==> src/rtl/hd_radio_pkg.sv <==
package hd_radio_pkg;
    typedef enum logic [1:0] {
        LK_FREE = 2'd0,
        LK_RX   = 2'd1,
        LK_TX   = 2'd2
    } lock_e;

    typedef enum logic {
        MODE_LISTEN = 1'b0,
        MODE_SEND   = 1'b1
    } mode_e;
endpackage

==> src/rtl/hd_lock_fsm.sv <==
module hd_lock_fsm
    import hd_radio_pkg::*;
#(
    parameter int DW = 8
) (
    input  logic          clk,
    input  logic          rst_n,
    input  logic          irq_i,
    input  logic [DW-1:0] rx_byte_i,
    input  logic          eof_i,
    input  logic          tx_req_i,
    input  logic [DW-1:0] tx_byte_i,
    input  logic          tx_last_i,
    output mode_e         mode_o,
    output lock_e         lock_o,
    output logic          rx_valid_o,
    output logic [DW-1:0] rx_data_o,
    output logic          tx_we_o,
    output logic [DW-1:0] tx_data_o,
    output logic          tx_done_o,
    output logic          frame_end_o
);
    typedef struct packed {
        mode_e         mode;
        lock_e         lock;
        logic          rx_valid;
        logic [DW-1:0] rx_data;
        logic          tx_we;
        logic [DW-1:0] tx_data;
        logic          tx_done;
        logic          frame_end;
    } fsm_t;

    fsm_t st_d, st_q;

    always_comb begin
        st_d           = st_q;
        st_d.rx_valid  = 1'b0;
        st_d.tx_we     = 1'b0;
        st_d.tx_done   = 1'b0;
        st_d.frame_end = 1'b0;
        unique case (st_q.lock)
            LK_FREE: begin
                // interrupt decodes as receive; it outranks a waiting send
                if (irq_i) begin
                    st_d.lock     = LK_RX;
                    st_d.rx_valid = 1'b1;
                    st_d.rx_data  = rx_byte_i;
                end else if (tx_req_i) begin
                    st_d.lock = LK_TX;
                    st_d.mode = MODE_SEND;
                end
            end
            LK_RX: begin
                if (irq_i) begin
                    st_d.rx_valid = 1'b1;
                    st_d.rx_data  = rx_byte_i;
                end
                if (eof_i) begin
                    st_d.lock      = LK_FREE;
                    st_d.frame_end = 1'b1;
                end
            end
            LK_TX: begin
                // interrupt decodes as transmit register ready
                if (irq_i) begin
                    st_d.tx_we   = 1'b1;
                    st_d.tx_data = tx_byte_i;
                    if (tx_last_i) begin
                        st_d.lock    = LK_FREE;
                        st_d.mode    = MODE_LISTEN;
                        st_d.tx_done = 1'b1;
                    end
                end
            end
            default: begin
                st_d.lock = LK_FREE;
                st_d.mode = MODE_LISTEN;
            end
        endcase
    end

    always_ff @(posedge clk) begin
        if (!rst_n) begin
            st_q.mode      <= MODE_LISTEN;
            st_q.lock      <= LK_FREE;
            st_q.rx_valid  <= 1'b0;
            st_q.rx_data   <= '0;
            st_q.tx_we     <= 1'b0;
            st_q.tx_data   <= '0;
            st_q.tx_done   <= 1'b0;
            st_q.frame_end <= 1'b0;
        end else begin
            st_q <= st_d;
        end
    end

    assign mode_o      = st_q.mode;
    assign lock_o      = st_q.lock;
    assign rx_valid_o  = st_q.rx_valid;
    assign rx_data_o   = st_q.rx_data;
    assign tx_we_o     = st_q.tx_we;
    assign tx_data_o   = st_q.tx_data;
    assign tx_done_o   = st_q.tx_done;
    assign frame_end_o = st_q.frame_end;
endmodule

==> src/rtl/hd_mailbox.sv <==
module hd_mailbox #(
    parameter int CW = 8
) (
    input  logic          clk,
    input  logic          rst_n,
    input  logic          frame_end_i,
    input  logic          ack_i,
    output logic          ready_o,
    output logic [CW-1:0] drop_o
);
    localparam logic [CW-1:0] CNT_MAX = {CW{1'b1}};

    typedef struct packed {
        logic          ready;
        logic [CW-1:0] drop;
    } mbox_t;

    mbox_t mb_d, mb_q;

    always_comb begin
        mb_d       = mb_q;
        mb_d.ready = mb_q.ready & ~ack_i;
        if (frame_end_i) begin
            if (mb_d.ready) begin
                if (mb_q.drop != CNT_MAX) begin
                    mb_d.drop = mb_q.drop + 1'b1;
                end
            end else begin
                mb_d.ready = 1'b1;
            end
        end
    end

    always_ff @(posedge clk) begin
        if (!rst_n) begin
            mb_q.ready <= 1'b0;
            mb_q.drop  <= '0;
        end else begin
            mb_q <= mb_d;
        end
    end

    assign ready_o = mb_q.ready;
    assign drop_o  = mb_q.drop;
endmodule

==> src/rtl/radio_hd_ctrl.sv <==
module radio_hd_ctrl
    import hd_radio_pkg::*;
#(
    parameter int DW = 8,
    parameter int CW = 8
) (
    input  logic          clk,
    input  logic          rst_n,
    input  logic          irq_i,
    input  logic [DW-1:0] rx_byte_i,
    output logic          rx_valid_o,
    output logic [DW-1:0] rx_data_o,
    input  logic          eof_i,
    output logic          pkt_ready_o,
    input  logic          pkt_ack_i,
    output logic [CW-1:0] drop_cnt_o,
    input  logic          tx_req_i,
    input  logic [DW-1:0] tx_byte_i,
    input  logic          tx_last_i,
    output logic          tx_grant_o,
    output logic          tx_done_o,
    output logic          radio_tx_en_o,
    output logic          radio_tx_we_o,
    output logic [DW-1:0] radio_tx_data_o
);
    mode_e mode;
    lock_e lock;
    logic  frame_end;

    hd_lock_fsm #(.DW(DW)) u_fsm (
        .clk         (clk),
        .rst_n       (rst_n),
        .irq_i       (irq_i),
        .rx_byte_i   (rx_byte_i),
        .eof_i       (eof_i),
        .tx_req_i    (tx_req_i),
        .tx_byte_i   (tx_byte_i),
        .tx_last_i   (tx_last_i),
        .mode_o      (mode),
        .lock_o      (lock),
        .rx_valid_o  (rx_valid_o),
        .rx_data_o   (rx_data_o),
        .tx_we_o     (radio_tx_we_o),
        .tx_data_o   (radio_tx_data_o),
        .tx_done_o   (tx_done_o),
        .frame_end_o (frame_end)
    );

    hd_mailbox #(.CW(CW)) u_mbox (
        .clk         (clk),
        .rst_n       (rst_n),
        .frame_end_i (frame_end),
        .ack_i       (pkt_ack_i),
        .ready_o     (pkt_ready_o),
        .drop_o      (drop_cnt_o)
    );

    assign radio_tx_en_o = (mode == MODE_SEND);
    assign tx_grant_o    = (lock == LK_TX);
endmodule

==> config.mk <==
export PLATFORM = sky130hd
export DESIGN_NAME = radio_hd_ctrl
export DESIGN_NICKNAME = d
export VERILOG_FILES = /design/src/rtl/hd_radio_pkg.sv /design/src/rtl/hd_lock_fsm.sv /design/src/rtl/hd_mailbox.sv /design/src/rtl/radio_hd_ctrl.sv
export SDC_FILE = /design/constraint.sdc
export NUM_CORES = 1
export LEC_CHECK = 0
export BUFFER_PORTS_ARGS = -buffer_cell sky130_fd_sc_hd__buf_2
export CORE_MARGIN = 2
export CORE_UTILIZATION = 30
export DETAILED_ROUTE_END_ITERATION = 6
export SYNTH_ARGS = -nofsm -noshare
export SYNTH_HDL_FRONTEND = slang
export SYNTH_SLANG_ARGS = --single-unit
==> constraint.sdc <==
create_clock -name clk -period 1.65 [get_ports clk]
set_input_delay 0.0825 -clock clk [delete_from_list [all_inputs] [get_ports clk]]
set_output_delay 0.0825 -clock clk [all_outputs]
set_load 0.03 [all_outputs]
==> flow_summary.yaml, run 1 <==
setup_path:
  cp_cell_sequence: "ha_1, and4_1, nor4b_1, mux2i_1"
  cp_top_family: "simple AND/OR/NAND/NOR gates"
  cp_slowest_stage_delay_ns: 0.40
  reg2reg_slack_ns: 0.12
  crit_path_start_kind: "register"
  worstReg2RegStart: "u_mbox.drop_o[0]"
  crit-reg2reg-capture: "u_mbox.drop_o[6]"
  crit_buf_inv: 0
  cp.arrival_ns: 1.74
  critPathRequiredTime_ns: 1.86
  end_kind: "register"
  crit_type: "register to register"
  worstPathMaxFanout: 6
  cp_slowest_cell: "nor4b_1"
  rr_worst_depth: 4
detailed_routing:
  firstDrtPassIters: 4
  vias: 1145
  drt_iter0_drc: 27
  route.detailed.drc: 0
  avgViaCountPerCell: 4.693
  totalWireLength_um: 2772
  antenna_left: 0
  drt-wirelength-per-cell_um: 11.36
global_route:
  gr-usage-all-layers_pct: 11.89
  overflow: 0
  grt_pass1_wl_um: 4698
  busiest_layer: "met2"
  grt_use_met2_pct: 19.55
  grt_use_met1_pct: 14.08
  grt_pass1_vias: 1074
  antenna_found_initial: 0
  grt_max_degree: 26
  grt_use_met3_pct: 4.797
synthesis:
  synth_edf_count: 0
  yosys.area.top_type: "dfxtp_1"
  syn_nets: 164
  ys.warnings.count: 0
  synthArstFlopShare_pct: 0
  synth_area_per_cell_um2: 9.143
  synthFlopType: "dfxtp_1"
  netlist_area_um2: 1280
  synth_top_area_share_pct: 50.05
  synth.area.top_cells: "dfxtp_1 (50%), mux2i_1 (10%), nand2_1 (7.6%)"
  ys_seq_area_share_pct: 50.05
  synth_cells: 140
  synth_seq_cells: 32
  synth_cell_type_count: 30
timing:
  max_slew_margin_pct: 66.08
  finalClockSkew_ns: 0.008363
  max_clock_freq_mhz: 654.3
  fin_crit_ns: 1.528
  drv_slew: 0
  finalHoldViolCount: 0
  fin_tns_setup_ns: 0
  setup_viol: 0
  fin_crit_sh_pct: 92.62
  rsz0062_at_grt: "false"
  tightest_slew_ns: 0.5077
final_layout:
  syn_to_final_growth_pct: 30.89
  n_antenna_cell: 0
  final_cell_mix: "buf_2 (52), dfxtp_1 (32), nand2_1 (26)"
  drive_gt1_share_pct: 34.02
  design_area_um2: 1675
  final-instance-count-excl-fill: 244
  nets: 217
  final_common_cell: "buf_2"
  final_util_pct: 41.29
die:
  dieArea_um2: 4805
  dieHeight_um: 69.32
  row_count: 23
  io_pins: 53
  start_util_pct: 31.54
  die_w_um: 69.32
  core-area_um2: 4058
cts:
  htreeDepth: 2
  clock_latency_ns: 0.28
  cts_buffer_depth: 2
  cts_sinks: 32
  cts_root_buffer: "clkbuf_8"
  post_cts_hold_buffer_count: 0
  numCtsBuffers: 5
  clkTransAtPathRegs_ns: 0.07
  cts_tree: "built"
  post_cts_buffers: 0
  post_cts_resized: 0
placed_design:
  gp_congestion: 0.7022
  place_inst: 236
  dp_hpwl_um: 2061
  placed_area_um2: 1583
  portBuffers: 52
power_and_ir_drop:
  p_leak_nw: 0.8485
  ir_worst_vdd_mv: 0.5992
  p_per_area_nw_per_um2: 949.9
flow_run:
  cap_viol_max_count: 0
worst_hold_path:
  min_path_type: "primary input to register"
  hold_path_end: "u_fsm.tx_done_o"
  hold_depth: 2
  min_from: "tx_last_i"
outcome:
  status: "finished clean"
[cells by family (layout without fill, tap and decap cells)]
logic type / after synthesis / after routing / synth area share (%)
flops: 32 / 32 / 50.05
simple gates: 62 / 62 / 24.93
compound gates: 20 / 20 / 10.26
mux: 13 / 13 / 10.17
buf+inv: 12 / 66 / 3.616
fa+ha+maj: 1 / 1 / 0.9774
[cell type report]
cell class | instances | area [um2]
Timing Repair Buffer | 53 | 267.8
Tap cell | 50 | 62.56
Inverter | 5 | 18.77
Clock buffer | 6 | 82.58
Multi-Input combinational cell | 96 | 593.1
Clock inverter | 2 | 10.01
Fill cell | 435 | 2382
Sequential cell | 32 | 640.6
[worst max path at each step]
stage | from | endpoint | slack, ns | cells past startpoint
2_1_floorplan | u_mbox.drop_o[0] | u_mbox.drop_o[3] | 0.02 | 5
3_3_place_gp | u_mbox.drop_o[0] | u_mbox.drop_o[6] | 0.16 | 4
3_5_place_dp | u_mbox.drop_o[0] | u_mbox.drop_o[6] | 0.16 | 4
4_1_cts | u_mbox.drop_o[0] | u_mbox.drop_o[6] | 0.12 | 4
5_1_grt | u_mbox.drop_o[0] | u_mbox.drop_o[6] | 0.03 | 4
6_report | u_mbox.drop_o[0] | u_mbox.drop_o[6] | 0.12 | 4
[through the flow]
stage / hold WS (ns) / power, W / worst slack, ns
5_1_grt: 0.03975 / 0.001665 / 0.02928
3_3_place_gp: 0.3137 / 0.001005 / 0.1573
2_1_floorplan: 0.2042 / 0.0009419 / 0.01578
3_5_place_dp: 0.3173 / 0.001006 / 0.1615
4_1_cts: 0.02498 / 0.001621 / 0.1214
6_report: 0.03421 / 0.001591 / 0.1217
[flip-flops by register name (all words and copies together), names as in the netlist, 2 cells and up]
| signal | count |
|---|---|
| u_fsm.rx_data_o | 8 |
| u_mbox.drop_o | 8 |
| u_fsm.tx_data_o | 8 |
| u_fsm.lock_o | 2 |
[Yosys cell counts, types with 2 or more instances]
library cell  number
mux2i_1           13
a21oi_1           12
nand2_1           26
nor2b_1            3
o21bai_1           2
a211oi_1           2
clkbuf_1           6
nor2_1            12
nand3b_1           2
nor3_1             4
nand2b_1           4
nor4_1             2
inv_1              4
dfxtp_1           32
[per-layer routing]
| metal | routed length [um] | part of all wire [%] |
|---|---|---|
| met5 | 0 | 0 |
| met1 | 1284 | 46 |
| met4 | 17 | 0.61 |
| met3 | 210 | 7.6 |
| met2 | 1260 | 45 |
[report_power, final]
group | leakage (nW) | switching [W] | internal (W)
Combinational | 0.537 | 0.000107 | 0.0000630
Clock | 0.0510 | 0.000272 | 0.000332
Sequential | 0.260 | 0.0000187 | 0.000799
[worst register-to-register path, stage by stage (launching register included)]
cell     delay [ns]
dfxtp_1        0.34
ha_1           0.23
and4_1         0.26
nor4b_1        0.40
mux2i_1        0.23
No activity file was read; power rests on OpenSTA's default activity.
==> run 2: changes to the inputs <==
--- a/config.mk
+++ b/config.mk
@@ -6,7 +6,6 @@
 export NUM_CORES = 1
 export LEC_CHECK = 0
 export BUFFER_PORTS_ARGS = -buffer_cell sky130_fd_sc_hd__buf_2
-export CORE_MARGIN = 2
 export CORE_UTILIZATION = 30
 export DETAILED_ROUTE_END_ITERATION = 6
 export SYNTH_ARGS = -nofsm -noshare
==> constraint.sdc (replaced) <==
create_clock -name clk -period 1.65 [get_ports clk]
set_input_delay 0.33 -clock clk [delete_from_list [all_inputs] [get_ports clk]]
set_output_delay 0.33 -clock clk [all_outputs]
set_load 0.03 [all_outputs]
==> flow_summary.yaml, run 2 (synthesized netlist as in run 1, its figures left out) <==
outcome:
  status: "finished clean"
final_layout:
  final_common_cell: "buf_2"
  final_cell_mix: "buf_2 (52), dfxtp_1 (32), nand2_1 (26)"
  design_area_um2: 1694
  syn_to_final_growth_pct: 32.36
  final_util_pct: 41.75
  drive_gt1_share_pct: 34.18
  nets: 219
  n_antenna_cell: 0
  final-instance-count-excl-fill: 246
power_and_ir_drop:
  ir_worst_vdd_mv: 0.5003
  p_leak_nw: 0.8527
  p_per_area_nw_per_um2: 939.6
timing:
  fin_crit_ns: 1.506
  rsz0062_at_grt: "false"
  tightest_slew_ns: 0.3503
  max_slew_margin_pct: 76.65
  finalClockSkew_ns: 0.002169
  finalHoldViolCount: 0
  drv_slew: 0
  setup_viol: 0
  fin_tns_setup_ns: 0
  fin_crit_sh_pct: 91.25
  max_clock_freq_mhz: 664.2
worst_hold_path:
  hold_depth: 2
  min_from: "tx_last_i"
  min_path_type: "primary input to register"
  hold_path_end: "u_fsm.tx_done_o"
die:
  dieHeight_um: 67.32
  io_pins: 53
  core-area_um2: 4058
  dieArea_um2: 4532
  start_util_pct: 31.54
  row_count: 23
  die_w_um: 67.32
cts:
  cts_tree: "built"
  cts_buffer_depth: 2
  post_cts_buffers: 0
  numCtsBuffers: 5
  clock_latency_ns: 0.28
  cts_sinks: 32
  clkTransAtPathRegs_ns: 0.06
  post_cts_hold_buffer_count: 0
  htreeDepth: 2
  cts_root_buffer: "clkbuf_8"
placed_design:
  place_inst: 238
  portBuffers: 52
  dp_hpwl_um: 2073
  placed_area_um2: 1598
  gp_congestion: 0.7926
flow_run:
  cap_viol_max_count: 0
global_route:
  gr-usage-all-layers_pct: 12.70
  grt_max_degree: 18
  grt_pass1_wl_um: 4181
  grt_pass1_vias: 973
  overflow: 0
  antenna_found_initial: 0
detailed_routing:
  firstDrtPassIters: 4
  drt_iter0_drc: 54
  avgViaCountPerCell: 4.687
  route.detailed.drc: 0
  vias: 1153
  totalWireLength_um: 2792
  antenna_left: 0
  drt-wirelength-per-cell_um: 11.35
setup_path:
  critPathRequiredTime_ns: 1.82
  cp.arrival_ns: 1.68
  worstPathMaxFanout: 6
  cp_slowest_cell: "a2111o_1"
  cp_cell_sequence: "ha_1, and4_1, a2111o_1, o211a_1"
  crit_type: "register to register"
  end_kind: "register"
  worstReg2RegStart: "u_mbox.drop_o[0]"
  crit_path_start_kind: "register"
  rr_worst_depth: 4
  crit-reg2reg-capture: "u_mbox.drop_o[3]"
  reg2reg_slack_ns: 0.14
  cp_slowest_stage_delay_ns: 0.42
[run 2: cell count changes in the layout (fill, tap and decap cells not counted), sizes merged]
cell and change:
buf +2, clkbuf +2, clkinv -2
[run 2: critical path: cells and delay by family (launching register included)]
kind,cells,cell delay (ns)
simple gates,1,0.28
fa+ha+maj,1,0.24
flops,1,0.34
compound gates,2,0.55
[run 2: power breakdown]
| part | internal [W] | total, W | switching, W |
|---|---|---|---|
| Clock | 0.000340 | 0.000601 | 0.000261 |
| Sequential | 0.000799 | 0.000817 | 0.0000179 |
| Combinational | 0.0000668 | 0.000174 | 0.000108 |
[run 2: final cells by class]
class                      count  area (um2)
clock buffer                   8       90.09
fill                         408        2364
inverter                       5       18.77
multi-input combinational     96       599.3
sequential                    32       640.6
tap                           50       62.56
timing repair buffer          55       282.8
[run 2: repair_timing]
item | CTS | global route
hold endpoints to repair | 0 | 0
setup endpoints to repair | 0 | 1
gates resized for setup | 0 | 1
[run 2: metal layers]
| layer | part of all wire (%) | vias to the layer above | track usage [%] | routed length, um |
|---|---|---|---|---|
| met5 | 0 | - | 0 | 0 |
| met4 | 1.0 | 0 | 3.989 | 29 |
| met3 | 9.5 | 3 | 6.757 | 264 |
| met2 | 43 | 42 | 18.75 | 1198 |
| met1 | 47 | 522 | 15.76 | 1300 |
| li1 | - | 586 | - | - |
[run 2: how the worst max path moves through the flow]
| stage | start | endpoint | slack, ns |
|---|---|---|---|
| floorplan | u_mbox.drop_o[0] | u_mbox.drop_o[3] | 0.02 |
| global placement | u_mbox.drop_o[0] | u_mbox.drop_o[6] | 0.19 |
| detailed placement | u_mbox.drop_o[0] | u_mbox.drop_o[6] | 0.10 |
| CTS | u_mbox.drop_o[0] | u_mbox.drop_o[6] | 0.09 |
| global route | u_mbox.drop_o[3] | u_mbox.drop_o[7] | 0.04 |
| finish | u_mbox.drop_o[0] | u_mbox.drop_o[3] | 0.14 |
[run 2: through the flow]
stage	power, W	hold WS (ns)	setup WS, ns
6_report	0.001592	0.2690	0.1443
5_1_grt	0.001675	0.2716	0.03668
4_1_cts	0.001624	0.2619	0.09139
3_5_place_dp	0.001010	0.4468	0.1035
3_3_place_gp	0.001010	0.4416	0.1868
2_1_floorplan	0.0009419	0.4517	0.01578
==> run 3: changes to the inputs <==
--- a/config.mk
+++ b/config.mk
@@ -6,8 +6,9 @@
 export NUM_CORES = 1
 export LEC_CHECK = 0
 export BUFFER_PORTS_ARGS = -buffer_cell sky130_fd_sc_hd__buf_2
-export CORE_UTILIZATION = 30
+export CORE_UTILIZATION = 46
 export DETAILED_ROUTE_END_ITERATION = 6
+export PLACE_DENSITY = 0.77
 export SYNTH_ARGS = -nofsm -noshare
 export SYNTH_HDL_FRONTEND = slang
 export SYNTH_SLANG_ARGS = --single-unit
==> flow_summary.yaml, run 3 (synthesized netlist as in run 1, its figures left out) <==
outcome:
  status: "finished clean"
setup_path:
  cp_cell_sequence: "ha_1, and4_1, a2111o_1, o211a_1"
  worstPathMaxFanout: 6
  critPathRequiredTime_ns: 1.88
  cp_top_family: "compound AO/OA/AOI/OAI gates"
  cp.arrival_ns: 1.76
  end_kind: "register"
  cp_slowest_stage_delay_ns: 0.42
  crit_buf_inv: 0
  cp_slowest_cell: "a2111o_1"
  crit_path_start_kind: "register"
  crit_type: "register to register"
timing:
  fin_crit_sh_pct: 92.40
  tightest_slew_ns: 0.5351
  rsz0062_at_grt: "false"
  max_slew_margin_pct: 64.22
  fin_crit_ns: 1.525
  finalClockSkew_ns: 0.006820
  fin_tns_setup_ns: 0
  finalHoldViolCount: 0
  setup_viol: 0
  drv_slew: 0
  max_clock_freq_mhz: 655.9
  setup_ws_ns: 0.1255
die:
  start_util_pct: 50.29
  core-area_um2: 2545
  row_count: 18
  dieHeight_um: 54.75
  die_w_um: 54.75
  io_pins: 53
  dieArea_um2: 2998
power_and_ir_drop:
  finalPower_w: 0.001662
  p_per_area_nw_per_um2: 997.3
  p_leak_nw: 0.8544
  ir_worst_vdd_mv: 1.014
final_layout:
  syn_to_final_growth_pct: 30.21
  n_antenna_cell: 0
  final_common_cell: "buf_2"
  final_cell_mix: "buf_2 (52), dfxtp_1 (32), nand2_1 (26)"
  nets: 218
  drive_gt1_share_pct: 34.87
cts:
  htreeDepth: 2
  cts_tree: "built"
  clock_latency_ns: 0.34
  cts_buffer_depth: 2
  cts_root_buffer: "clkbuf_4"
  post_cts_buffers: 0
  numCtsBuffers: 5
  clkTransAtPathRegs_ns: 0.10
  cts_sinks: 32
worst_hold_path:
  min_path_type: "primary input to register"
detailed_routing:
  totalWireLength_um: 2774
  vias: 1159
  antenna_left: 0
  firstDrtPassIters: 4
  drt_iter0_drc: 21
  avgViaCountPerCell: 5.151
  route.detailed.drc: 0
  drt-wirelength-per-cell_um: 12.33
global_route:
  grt_pass1_vias: 977
  gr-usage-all-layers_pct: 20.36
  grt_pass1_wl_um: 4105
  antenna_found_initial: 0
  grt_max_degree: 17
  overflow: 0
placed_design:
  gp_congestion: 0.7474
  dp_hpwl_um: 2016
  portBuffers: 52
  pre_cts_ws_ns: 0.1353
flow_run:
  cap_viol_max_count: 0
run 3: cell types whose count changed in the layout (fill, tap and decap cells not counted):
cell,delta
buf_4,-1
bufinv_16,+1
clkbuf_1,-2
clkbuf_4,+5
clkbuf_8,-4
run 3: cell type report:
cell class	count	area [um2]
Multi-Input combinational cell	96	599.3
Clock inverter	1	30.03
Timing Repair Buffer	54	275.3
Sequential cell	32	640.6
Tap cell	30	37.54
Clock buffer	7	65.06
Inverter	5	18.77
Fill cell	220	878.3
run 3: worst paths after layout:
check                          start                 end  slack, ns  cells after the start
hold reg to reg   u_fsm.rx_data_o[4]  u_fsm.rx_data_o[4]       0.46                      2
hold / removal          rx_byte_i[6]  u_fsm.rx_data_o[6]       0.22                      3
setup / recovery    u_mbox.drop_o[0]    u_mbox.drop_o[3]       0.13                      4
setup reg to reg    u_mbox.drop_o[0]    u_mbox.drop_o[3]       0.13                      4
run 3: repair_timing:
| item | 4_1_cts | 5_1_grt |
|---|---|---|
| hold buffers | 0 | 0 |
| endpoints found under the hold margin | 0 | 0 |
| setup endpoints to repair | 0 | 1 |
| gates resized for setup | 0 | 1 |
run 3: worst min-delay path, stage by stage:
cell,delay (ns)
buf_2,0.10
nand2_1,0.05
a21oi_1,0.05
run 3: power breakdown:
group          switching (W)  leakage [nW]  internal, W
sequential         0.0000181         0.260     0.000798
clock               0.000272        0.0515     0.000402
combinational       0.000107         0.542    0.0000654
total               0.000397         0.854      0.00127
run 3: through the flow:
stage               std cells  util, %  hold WS, ns  area (um2)
floorplan                 140        -       0.4517        1280
global placement          217    61.50       0.4385        1565
detailed placement        217    61.50       0.4459        1565
CTS                       225    65.24       0.1998        1660
global route              225    65.49       0.2105        1667
finish                    225    65.49       0.2170        1667
run 3: routing by layer:
metal	track usage [%]	share of wire [%]	routed length, um
met5	0	0	0
met2	32.93	49	1372
met1	22.24	42	1170
met4	10.26	2.2	62
met3	9.167	6.1	168
